==> src/rtl/sram_page_ctrl.sv <==
`timescale 1ns/1ps
module sram_page_ctrl #(
  parameter int ADDR_W    = 18,
  parameter int DATA_W    = 8,
  parameter int WORD_BITS = 4,
  parameter int RD_CYC    = 9,
  parameter int WE_CYC    = 5,
  parameter int HOLD_CYC  = 1,
  parameter int TURN_CYC  = 2
) (
  input  logic                 clk,
  input  logic                 rst_n,
  input  logic                 req_valid,
  output logic                 req_ready,
  input  logic                 req_write,
  input  logic [ADDR_W-1:0]    req_addr,
  input  logic [WORD_BITS-1:0] req_len,
  input  logic [DATA_W-1:0]    req_wdata,
  output logic                 rsp_valid,
  input  logic                 rsp_ready,
  output logic [DATA_W-1:0]    rsp_data,
  output logic [ADDR_W-1:0]    sram_addr,
  output logic                 sram_ce1_n,
  output logic                 sram_ce2,
  output logic                 sram_we_n,
  output logic                 sram_oe_n,
  output logic [DATA_W-1:0]    sram_dq_out,
  output logic                 sram_dq_oe,
  input  logic [DATA_W-1:0]    sram_dq_in
);

  localparam int MAX_RW = (RD_CYC > WE_CYC) ? RD_CYC : WE_CYC;
  localparam int MAX_HT = (HOLD_CYC > TURN_CYC) ? HOLD_CYC : TURN_CYC;
  localparam int MAX_C  = (MAX_RW > MAX_HT) ? MAX_RW : MAX_HT;
  localparam int CNT_W  = $clog2(MAX_C + 1);
  localparam int REM_W  = WORD_BITS + 1;
  localparam logic [CNT_W-1:0] RD_LAST   = CNT_W'(RD_CYC - 1);
  localparam logic [CNT_W-1:0] WE_LAST   = CNT_W'(WE_CYC - 1);
  localparam logic [CNT_W-1:0] HOLD_LAST = CNT_W'(HOLD_CYC - 1);
  localparam logic [CNT_W-1:0] TURN_LAST = CNT_W'(TURN_CYC - 1);

  typedef enum logic [2:0] {S_IDLE, S_WR, S_WH, S_RD, S_REL} st_t;

  st_t               st;
  logic [CNT_W-1:0]  cnt;
  logic [REM_W-1:0]  rem;
  logic [ADDR_W-1:0] addr;
  logic [DATA_W-1:0] wdata;

  logic beat_end, slot_free, take, page_end;

  assign beat_end  = (st == S_RD) && (cnt == RD_LAST);
  assign slot_free = !rsp_valid || rsp_ready;
  assign take      = beat_end && slot_free;
  assign page_end  = (addr[WORD_BITS-1:0] == '1);

  assign req_ready   = (st == S_IDLE);
  assign sram_addr   = addr;
  assign sram_ce1_n  = !(st == S_WR || st == S_WH || st == S_RD);
  assign sram_ce2    = !sram_ce1_n;
  assign sram_we_n   = (st != S_WR);
  assign sram_oe_n   = (st != S_RD);
  assign sram_dq_oe  = (st == S_WR) || (st == S_WH);
  assign sram_dq_out = wdata;

  always_ff @(posedge clk or negedge rst_n) begin
    if (!rst_n) begin
      st    <= S_IDLE;
      cnt   <= '0;
      rem   <= '0;
      addr  <= '0;
      wdata <= '0;
    end else begin
      case (st)
        S_IDLE: if (req_valid) begin
          addr <= req_addr;
          cnt  <= '0;
          if (req_write) begin
            wdata <= req_wdata;
            st    <= S_WR;
          end else begin
            rem <= {1'b0, req_len} + REM_W'(1);
            st  <= S_RD;
          end
        end
        S_WR: if (cnt == WE_LAST) begin
          cnt <= '0;
          st  <= S_WH;
        end else cnt <= cnt + 1'b1;
        S_WH: if (cnt == HOLD_LAST) begin
          cnt <= '0;
          st  <= S_IDLE;
        end else cnt <= cnt + 1'b1;
        S_RD: if (!beat_end) cnt <= cnt + 1'b1;
        else if (slot_free) begin
          cnt  <= '0;
          rem  <= rem - 1'b1;
          addr <= addr + 1'b1;
          if (rem == REM_W'(1) || page_end) st <= S_REL;
        end
        S_REL: if (cnt == TURN_LAST) begin
          cnt <= '0;
          st  <= (rem != '0) ? S_RD : S_IDLE;
        end else cnt <= cnt + 1'b1;
        default: st <= S_IDLE;
      endcase
    end
  end

  always_ff @(posedge clk or negedge rst_n) begin
    if (!rst_n) begin
      rsp_valid <= 1'b0;
      rsp_data  <= '0;
    end else if (take) begin
      rsp_valid <= 1'b1;
      rsp_data  <= sram_dq_in;
    end else if (rsp_ready) begin
      rsp_valid <= 1'b0;
    end
  end

endmodule


==> config.mk <==
export PLATFORM = sky130hd
export DESIGN_NAME = sram_page_ctrl
export DESIGN_NICKNAME = d
export VERILOG_FILES = /design/src/rtl/sram_page_ctrl.sv
export SDC_FILE = /design/constraint.sdc
export NUM_CORES = 1
export LEC_CHECK = 0
export BUFFER_PORTS_ARGS = -buffer_cell sky130_fd_sc_hd__buf_4
export CORE_UTILIZATION = 30
export CTS_BUF_LIST = sky130_fd_sc_hd__clkbuf_2
export DETAILED_ROUTE_END_ITERATION = 6
export PLACE_DENSITY_LB_ADDON = 0.15
export SLEW_MARGIN = 0
export SYNTH_ARGS = -nofsm -noshare
export SYNTH_HDL_FRONTEND = slang
export SYNTH_SLANG_ARGS = --single-unit
export TNS_END_PERCENT = 10
==> constraint.sdc <==
create_clock -name clk -period 1.85 [get_ports clk]
set_input_delay 0.0925 -clock clk [delete_from_list [all_inputs] [get_ports clk]]
set_output_delay 0.0925 -clock clk [all_outputs]
set_load 0.1 [all_outputs]
* After elaboration in Yosys (flattened, before gate mapping)
Index checks and enable logic that the tools add are counted.
Storage, ports and cells: register bits after elaboration 47, bits of input ports 43, word-level logic and storage cells 78
Operators by class: add/subtract/negate cells 4, eq/ne operators 20, mux-type cells 28, reduce and logical (&&, ||, !) cells 19
Operator list (count):
- 2-to-1 mux 18 bit | 3
- one-hot mux 18 bit (2 select lines) | 1
- 2-to-1 mux 4 bit | 6
- 2-to-1 mux 3 bit | 7
- 2-to-1 mux 5 bit | 4
- one-hot mux 4 bit (5 select lines) | 1
- adder 18 x 1 -> 18 bit, second input constant | 1
- one-hot mux 3 bit (5 select lines) | 1
- != test 2 bit, second input constant | 5
- one-hot mux 5 bit (2 select lines) | 1
- nonzero test 5 bit | 2
- equality test 4 bit, second input constant | 2
- AND reduction 7 bit | 1
- equality test 3 x 2 -> 1 bit, second input constant | 2
- != test 2 x 1 -> 1 bit, second input constant | 3
- AND reduction 3 bit | 2
- adder 4 x 1 -> 5 bit, second input constant | 1
- equality test 5 x 1 -> 1 bit, second input constant | 1
- AND reduction 5 bit | 1
- subtractor 5 x 1 -> 5 bit, second input constant | 1
- adder 4 x 1 -> 4 bit, second input constant | 1
- equality test 4 x 1 -> 1 bit, second input constant | 1
- equality test 4 x 3 -> 1 bit, second input constant | 1
- logical NOT 4 bit | 1
- 13 further kinds | 21

* Longest topological paths before layout
Gate-level depths: netlist of run 1.
word-level depth 6, mapped depth 8

* Least setup slack after synthesis of run 1
No wires, ideal clock.
kind flip-flop to flip-flop, start point register st[0], end point register wdata[0] (netlist: sram_dq_out[0]), setup time 125 ps, arrival 2808 ps, required time 1725 ps, setup slack -1084 ps, stages on the path, launching flop included 6, path buffers 1, period minus slack after synthesis 2934 ps, path through dfrtp_1 > or2_2 > nor2_1 > and3_1 > buf_2 > mux2_2
Between the ends: cells in the longest elaborated chain, start to end 2
Ends and longest elaborated chain:
- start: declaration | line 44 | st_t st;
- start signal: assignment | line 103 | st <= (rem != '0) ? S_RD : S_IDLE;
- logical NOT 3 bit
- net req_ready | line 14 | output logic req_ready,
- AND reduction 3 bit (no line)
- end signal: assignment | line 79 | wdata <= req_wdata;
- end: declaration | line 48 | logic [DATA_W-1:0] wdata;
The timed path passes the listed nets, and every way through them passes these cells. A chain may end at the register's enable or synchronous reset.

* Worst setup path after layout of run 1
start point register st[0], end point register wdata[5] (netlist: sram_dq_out[5])
Between the ends: cells in the longest elaborated chain, start to end 2
Ends and longest elaborated chain:
- logical NOT 3 bit | line 74 | case (st)
- AND reduction 3 bit (no line)
No other way between the ends.

==> results.toml, run 1 <==
[cells_and_area]
fin_util = 0.4916
diodes = 0
regArea_um2 = 1184
areaGrowthSynthToFinish_pct = 59.57
final_nets = 479
n_fill_cell = 843
fin_area_um2 = 4267
multi_input_area_um2 = 1470
drive_above_1_share = 0.4326

[synthesis]
syn_nets = 326
ys_types = 52
synth_top_area_cell = "dfrtp_1"
yosys-top-cells-area = "dfrtp_1, mux2_2, a21oi_1"
synth_cells = 276
yosysWarningCount = 0
ys_ff_latch = 47
yosysMostFrequentCell = "dfrtp_1"
syn_area_per_cell_um2 = 9.688
synth_seq_area_share = 0.4399
synth_top_flop_cell = "dfrtp_1"
ys_top_cells_by_count = "dfrtp_1, a21oi_1, nor2_1"
async_flop_share = 1.000
synth_area_um2 = 2674
yosys.area.top_type_share = 0.4399
synth_edf_count = 0

[detailed_routing]
avgViaCountPerCell = 4.926
wl_per_cell_um = 13.56
vias = 2650
drt_iter0_drc = 98
drcViolationCount = 0
routed_wl_mm = 7.297
dr.pass1.iters = 4
ant_nets = 0

[sta]
fmax_mhz = 542.3
tightest_slew_ps = 631.3
setup_viol = 0
clock_skew_ps = 30.04
final_hold_viol_count = 0
max_slew_margin = 0.5791
worst_slack_ps = 5.895
finalCritPeriodShare = 0.9968
fin_crit_ps = 1844
drv_slew = 0
rsz0062_at_grt = "true"

[critical_path]
path_max_fanout = 8
worstPathRequired_ps = 2210
crit_path_end_kind = "flop"
arrival_ps = 2200
cp-start-kind = "flop"
worst-setup-path-type = "flop to flop"

[place]
dp_hpwl_mm = 4.936
dpl_cell_area_um2 = 3603
post-place-ws_ps = -98.06
port_buffers = 83
finalWeightedCongestion = 0.8046

[cts]
clock_latency_ps = 440
clock_path_buffers = 2
cts.sinks = 47
tritoncts = "done"
h-tree-depth = 2
clockRootBuffer = "clkbuf_2"
clk_pin_slew_ps = 250
numCtsBuffers = 5

[global_routing]
antenna_found_initial = 0
grt_max_degree = 48
grt_pass1_wl_mm = 10.88
grt_overflow_total = 0
grt_pass1_vias = 2265
grtUsageTotal = 0.1514

[job]
cap_violations = 0

[die]
coreArea_um2 = 8678
die_w_um = 96.41
ioPinCount = 84
die_h_um = 96.41
rows = 34
initial_core_util = 0.3081
dieArea_um2 = 9294

[worst_hold_path]
hp-class = "input pin to flop"

[status]
outcome = "finished clean"
final cells by class:
| class | count | share of cell area |
|---|---|---|
| flip-flops and latches | 47 | 0.2774 |
| multi-input cells | 199 | 0.3446 |
| clock inverters | 1 | 0.001173 |
| inverters | 15 | 0.01437 |
| repair buffers | 161 | 0.3226 |
| well taps | 108 | 0.03167 |
| clock buffers | 7 | 0.008211 |
worst max-delay path, stage by stage (launching register included):
cell and delay [ps]:
dfrtp_2 510, buf_4 180, or2_4 280, nor2_4 140, and3_2 310, mux2_2 360
registers in the layout, indices dropped and copies added (netlist names):
name / cells
cnt: 4
sram_dq_out: 8
rsp_valid: 1
rem: 5
sram_addr: 18
st: 3
rsp_data: 8
layer usage:
metal / global-route usage / share of wire
met5: 0 / 0
met4: 0.03922 / 0.010
met3: 0.02973 / 0.037
met2: 0.2394 / 0.48
met1: 0.2118 / 0.47
cell families (layout without fill, tap and decap cells):
family                   after synthesis  count (layout)  share of synthesized area
AO/OA/AOI/OAI                         88              88                     0.2185
buffers and inverters                 30             184                    0.05568
adder cells (fa/ha/maj)                7               7                    0.03275
AND/OR/NAND/NOR                       79              79                     0.1497
flip-flops                            47              47                     0.4399
XOR/XNOR                               4               4                    0.01310
multiplexers                          21              21                    0.09031
repair_timing:
item | 4_1_cts | 5_1_grt
pin swaps | 1 | 3
hold endpoints to repair | 82 | 0
endpoints found under the setup margin | 30 | 41
gates resized for setup | 14 | 27
hold buffers | 36 | 0
setup buffers | 0 | 13
cell usage in the layout, fill, tap and decap left out, types with 7 or more instances in the layout:
master and n:
nand2_1 16, mux2_2 17, inv_1 14, o22ai_1 9, clkbuf_2 7, dfrtp_1 41, buf_4 117, a21oi_1 29
nand3_1 8, nor2_1 16, o21ai_1 11, dlygate4sd3_1 36, o21ai_0 9
stage by stage:
stage	std cells	TNS, ps	hold slack [ps]
6_report	538	0	53.82
5_1_grt	538	-923.6	43.70
4_1_cts	525	-349.1	44.24
3_5_place_dp	481	-1179	162.2
3_3_place_gp	481	-518.1	161.4
2_1_floorplan	276	-8482	-203.1
final timing paths:
| check | startpoint | to | slack (ps) | depth (start not counted) |
|---|---|---|---|---|
| min in group asynchronous | rst_n | sram_addr[16] | 150 | 2 |
| max in group asynchronous | rst_n | sram_addr[2] | 1200 | 2 |
| worst min-delay path | req_len[3] | rem[3] | 50 | 4 |
| worst max-delay path | st[0] | sram_dq_out[5] | 6 | 5 |
| worst min register to register | sram_dq_out[2] | sram_dq_out[2] | 540 | 1 |
| worst max register to register | st[0] | sram_dq_out[5] | 6 | 5 |
Power of run 1 is left out: the tool's default activity adds up to more than one toggle a clock period on the data nets, which glitch-free logic cannot reach.
==> run 2, diff against run 1 <==
--- a/config.mk
+++ b/config.mk
@@ -5,6 +5,7 @@
 export SDC_FILE = /design/constraint.sdc
 export NUM_CORES = 1
 export LEC_CHECK = 0
+export ABC_AREA = 1
 export BUFFER_PORTS_ARGS = -buffer_cell sky130_fd_sc_hd__buf_4
 export CORE_UTILIZATION = 30
 export CTS_BUF_LIST = sky130_fd_sc_hd__clkbuf_2
==> results.toml, run 2 <==
[global_routing]
grt_pass1_vias = 2886
grt_pass1_wl_mm = 13.33
grtUsageTotal = 0.1646
antenna_found_initial = 0
grt_max_degree = 48
grt_overflow_total = 0

[cts]
h-tree-depth = 2
clockRootBuffer = "clkbuf_2"
clock_latency_ps = 410
clock_path_buffers = 2
tritoncts = "done"
numCtsBuffers = 5
cts.sinks = 47
clk_pin_slew_ps = 250

[die]
die_w_um = 100.3
initial_core_util = 0.3121
dieArea_um2 = 10060
die_h_um = 100.3
rows = 35
ioPinCount = 84
coreArea_um2 = 9284

[sta]
tightest_slew_ps = 644.8
worst_slack_ps = 85.62
setup_viol = 0
setup-tns-final_ps = 0
fin_crit_ps = 1764
finalCritPeriodShare = 0.9537
max_slew_margin = 0.5702
clock_skew_ps = 24.95
final_hold_viol_count = 0
fmax_mhz = 566.8
rsz0062_at_grt = "true"
drv_slew = 0

[synthesis]
syn_area_per_cell_um2 = 7.068
yosys-top-cells-area = "dfrtp_1, nand2_1, nor2_1"
ys_ff_latch = 47
yosysWarningCount = 0
ys_types = 29
synth_edf_count = 0
syn_nets = 460
yosysMostFrequentCell = "nand2_1"
synth_seq_area_share = 0.4059
ys_top_cells_by_count = "nand2_1, nor2_1, dfrtp_1"
async_flop_share = 1.000
synth_top_flop_cell = "dfrtp_1"
synth_cells = 410
synth_area_um2 = 2898
yosys.area.top_type_share = 0.4059
synth_top_area_cell = "dfrtp_1"

[critical_path]
regToRegSetupSlack_ps = 170
arrival_ps = 1670
crit_buf_inv = 3
worst-setup-path-type = "flop to primary output"
path_max_fanout = 6
worstPathRequired_ps = 1760
crit_top_cell = "buf_4"
crit_path_end_kind = "primary output"
slowest_delay_ps = 500
slowest_stage = "dfrtp_2"
crit_family = "buffers and inverters"
cp-start-kind = "flop"
path_cells = "nor2_1 > buf_4 > nor2_4 > inv_1 > buf_4"

[status]
outcome = "finished clean"

[worst_hold_path]
hp-class = "input pin to flop"

[detailed_routing]
ant_nets = 0
drt_iter0_drc = 84
wl_per_cell_um = 11.72
drcViolationCount = 0
dr.pass1.iters = 4
vias = 2981
routed_wl_mm = 7.854
avgViaCountPerCell = 4.449

[place]
port_buffers = 83
dp_hpwl_mm = 5.615
finalWeightedCongestion = 0.8391
dpl_cell_area_um2 = 3712
post-place-ws_ps = 107.4

[cells_and_area]
final_nets = 591
layout_common_cells = "nand2_1, buf_4, nor2_1"
layout_commonest_cell = "nand2_1"
drive_above_1_share = 0.2477
areaGrowthSynthToFinish_pct = 43.48
fin_area_um2 = 4158
diodes = 0
largest_register_ffs = 18

[job]
cap_violations = 0
==> run 2: cell count changes after synthesis, sizes merged, moves of 11 or more <==
cell / change
nand3: +24
inv: +20
nor2: +38
mux2: -11
a21oi: -23
nand2: +132
==> run 2: worst register-to-register path: cells and delay by family, from the launching register on <==
kind | cells | cell delay, ps
DFF | 1 | 460
muxes | 1 | 350
adders and majority gates | 1 | 180
buffers and inverters | 1 | 90
and+or+nand+nor | 3 | 520
==> run 2: worst paths after layout <==
| kind | endpoint | cells after the start | startpoint |
|---|---|---|---|
| hold / removal | sram_addr[4] | 4 | req_addr[4] |
| max in group asynchronous | sram_dq_out[6] | 2 | rst_n |
| hold reg to reg | sram_dq_out[2] | 2 | sram_dq_out[2] |
| setup / recovery | sram_ce1_n | 5 | st[1] |
| setup reg to reg | rsp_data[0] | 6 | cnt[1] |
| min in group asynchronous | sram_addr[6] | 2 | rst_n |
==> run 2: cell families (layout without fill, tap and decap cells) <==
family | Yosys count | count (layout) | synth area share
multiplexers | 8 | 8 | 0.03109
AO/OA/AOI/OAI | 36 | 36 | 0.06692
buffers and inverters | 44 | 175 | 0.06477
AND/OR/NAND/NOR | 258 | 258 | 0.3709
flip-flops | 47 | 47 | 0.4059
XOR/XNOR | 10 | 10 | 0.03022
adder cells (fa/ha/maj) | 7 | 7 | 0.03022
==> run 2: layer usage <==
layer	vias up	part of all wire	GRT usage	routed length, um
li1	1560	-	-	-
met1	1345	0.47	0.2077	3684
met2	69	0.48	0.2940	3803
met3	7	0.037	0.02786	292
met4	0	0.0094	0.03456	74
met5	-	0	0	0
==> run 2: cell type report <==
class / count / area, um2
Timing Repair Buffer: 133 / 1090
Fill cell: 1000 / 5126
Inverter: 35 / 131.4
Tap cell: 129 / 161.4
Sequential cell: 47 / 1180
Clock buffer: 5 / 25.02
Clock inverter: 2 / 8.758
Multi-Input combinational cell: 319 / 1562
==> run 2: through the flow <==
stage                     std cells  hold WS, ps    util
after floorplan                 410       -203.1       -
after global placement          622        173.1  0.3999
after detailed placement        622        176.4  0.3999
after CTS                       664        3.271  0.4415
after global routing            670        26.13  0.4478
final                           670        22.14  0.4478
==> run 2: timing repair <==
| action | CTS | global route |
|---|---|---|
| endpoints found under the hold margin | 81 | 0 |
| hold buffers | 35 | 0 |
| setup endpoints to repair | 2 | 20 |
| setup buffers | 0 | 6 |
| gates resized for setup | 2 | 3 |
| gates cloned | 0 | 0 |
Power of run 2 is left out for the same reason.
==> run 3, diff against run 2 <==
==> constraint.sdc (replaced) <==
create_clock -name clk -period 2.2 [get_ports clk]
set_input_delay 0.11 -clock clk [delete_from_list [all_inputs] [get_ports clk]]
set_output_delay 0.11 -clock clk [all_outputs]
set_load 0.1 [all_outputs]
==> results.toml, run 3 (synthesis gave the netlist of run 2 again) <==
[status]
outcome = "finished clean"

[global_routing]
grt_pass1_vias = 2780
grt_max_degree = 48
grt_overflow_total = 0
grt_pass1_wl_mm = 12.85
antenna_found_initial = 0
grtUsageTotal = 0.1593

[place]
port_buffers = 83
dp_hpwl_mm = 5.511
finalWeightedCongestion = 0.8767

[detailed_routing]
drcViolationCount = 0
drt_iter0_drc = 96
vias = 2954
ant_nets = 0
avgViaCountPerCell = 4.483
routed_wl_mm = 7.684
wl_per_cell_um = 11.66
dr.pass1.iters = 4

[cts]
clock_latency_ps = 440
cts-hold-fix-buffers = 34
cts-resized-gates = 0
h-tree-depth = 2
post_cts_buffers = 0
clockRootBuffer = "clkbuf_2"
clk_pin_slew_ps = 220
tritoncts = "done"
cts.sinks = 47
numCtsBuffers = 5
clock_path_buffers = 2

[sta]
fmax_mhz = 534.7
setup_viol = 0
drv_slew = 0
final_hold_viol_count = 0
hold_ws_ps = 14.96
finalCritPeriodShare = 0.8500
rsz0062_at_grt = "false"
clock_skew_ps = 34.30
fin_crit_ps = 1870
max_slew_margin = 0.5679
tightest_slew_ps = 648.1

[worst_hold_path]
min_from = "req_write"
hp-class = "input pin to flop"
holdPathEnd = "st[1]"
min_path_cells = 4

[die]
coreArea_um2 = 9284
rows = 35
initial_core_util = 0.3121
ioPinCount = 84
dieArea_um2 = 10060
die_w_um = 100.3
die_h_um = 100.3

[critical_path]
crit_path_start = "st[1]"
crit_family = "flip-flops"
crit_buf_inv = 2
slowest_stage = "dfrtp_1"
path_max_fanout = 7
cp-start-kind = "flop"
regToRegSetupSlack_ps = 340
path_cells = "nor2_1 > nand2_2 > inv_2 > buf_4"
rr_worst_depth = 9
r2r_start = "st[1]"
r2r_end = "rem[4]"
worst-setup-path-type = "flop to primary output"
crit_path_end_kind = "primary output"
worstPathRequired_ps = 2090
slowest_delay_ps = 520
arrival_ps = 1760

[cells_and_area]
diodes = 0
drive_above_1_share = 0.2302
largest_register_ffs = 18
layout_commonest_cell = "nand2_1"
areaGrowthSynthToFinish_pct = 39.94
n_fill_cell = 1003
layout_common_cells = "nand2_1, buf_4, nor2_1"
final_nets = 579

[job]
cap_violations = 0
## run 3: cell types whose count changed in the layout (fill, tap and decap cells not counted), sizes merged
cell	before	now
buf	98	87
clkbuf	5	7
clkinv	2	1
dlygate4sd3	35	34
## run 3: worst max path at each step
stage / slack (ps) / end / cells past startpoint
6_report: 330 / req_ready / 4
2_1_floorplan: -330 / sram_dq_oe / 4
4_1_cts: 310 / req_ready / 4
3_5_place_dp: 370 / sram_addr[4] / 8
5_1_grt: 70 / rem[2] / 10
3_3_place_gp: 420 / rem[4] / 9
## run 3: worst register-to-register path, delay by kind of cell, from the launching register on
family | cells | cell delay, ps
buffers and inverters | 1 | 110
flip-flops | 1 | 520
AND/OR/NAND/NOR | 8 | 1190
## run 3: through the flow
stage / setup slack [ps] / instances / instance area [um2] / util / setup TNS, ps
global placement: 422.5 / 617 / 3675 / 0.3958 / 0
finish: 329.9 / 659 / 4055 / 0.4368 / 0
CTS: 306.2 / 659 / 4055 / 0.4368 / 0
floorplan: -334.3 / 410 / 2917 / - / -334.3
detailed placement: 372.9 / 617 / 3675 / 0.3958 / 0
global route: 71.73 / 659 / 4055 / 0.4368 / 0
## run 3: metal layers
metal | vias up | wire, um | part of all wire | track usage
met5 | - | 0 | 0 | 0
met4 | 0 | 89 | 0.012 | 0.03790
met3 | 6 | 348 | 0.045 | 0.03064
met2 | 75 | 3597 | 0.47 | 0.2777
met1 | 1341 | 3649 | 0.47 | 0.2027
li1 | 1532 | - | - | -
## run 3: final cells by class
class,instances,area (um2),area share
sequential,47,1176,0.2900
tap,129,161.4,0.03980
clock inverter,1,5.005,0.001234
timing repair buffer,121,993.5,0.2450
multi-input combinational,319,1553,0.3829
clock buffer,7,35.03,0.008639
inverter,35,131.4,0.03240
Power of run 3 is left out for the same reason.
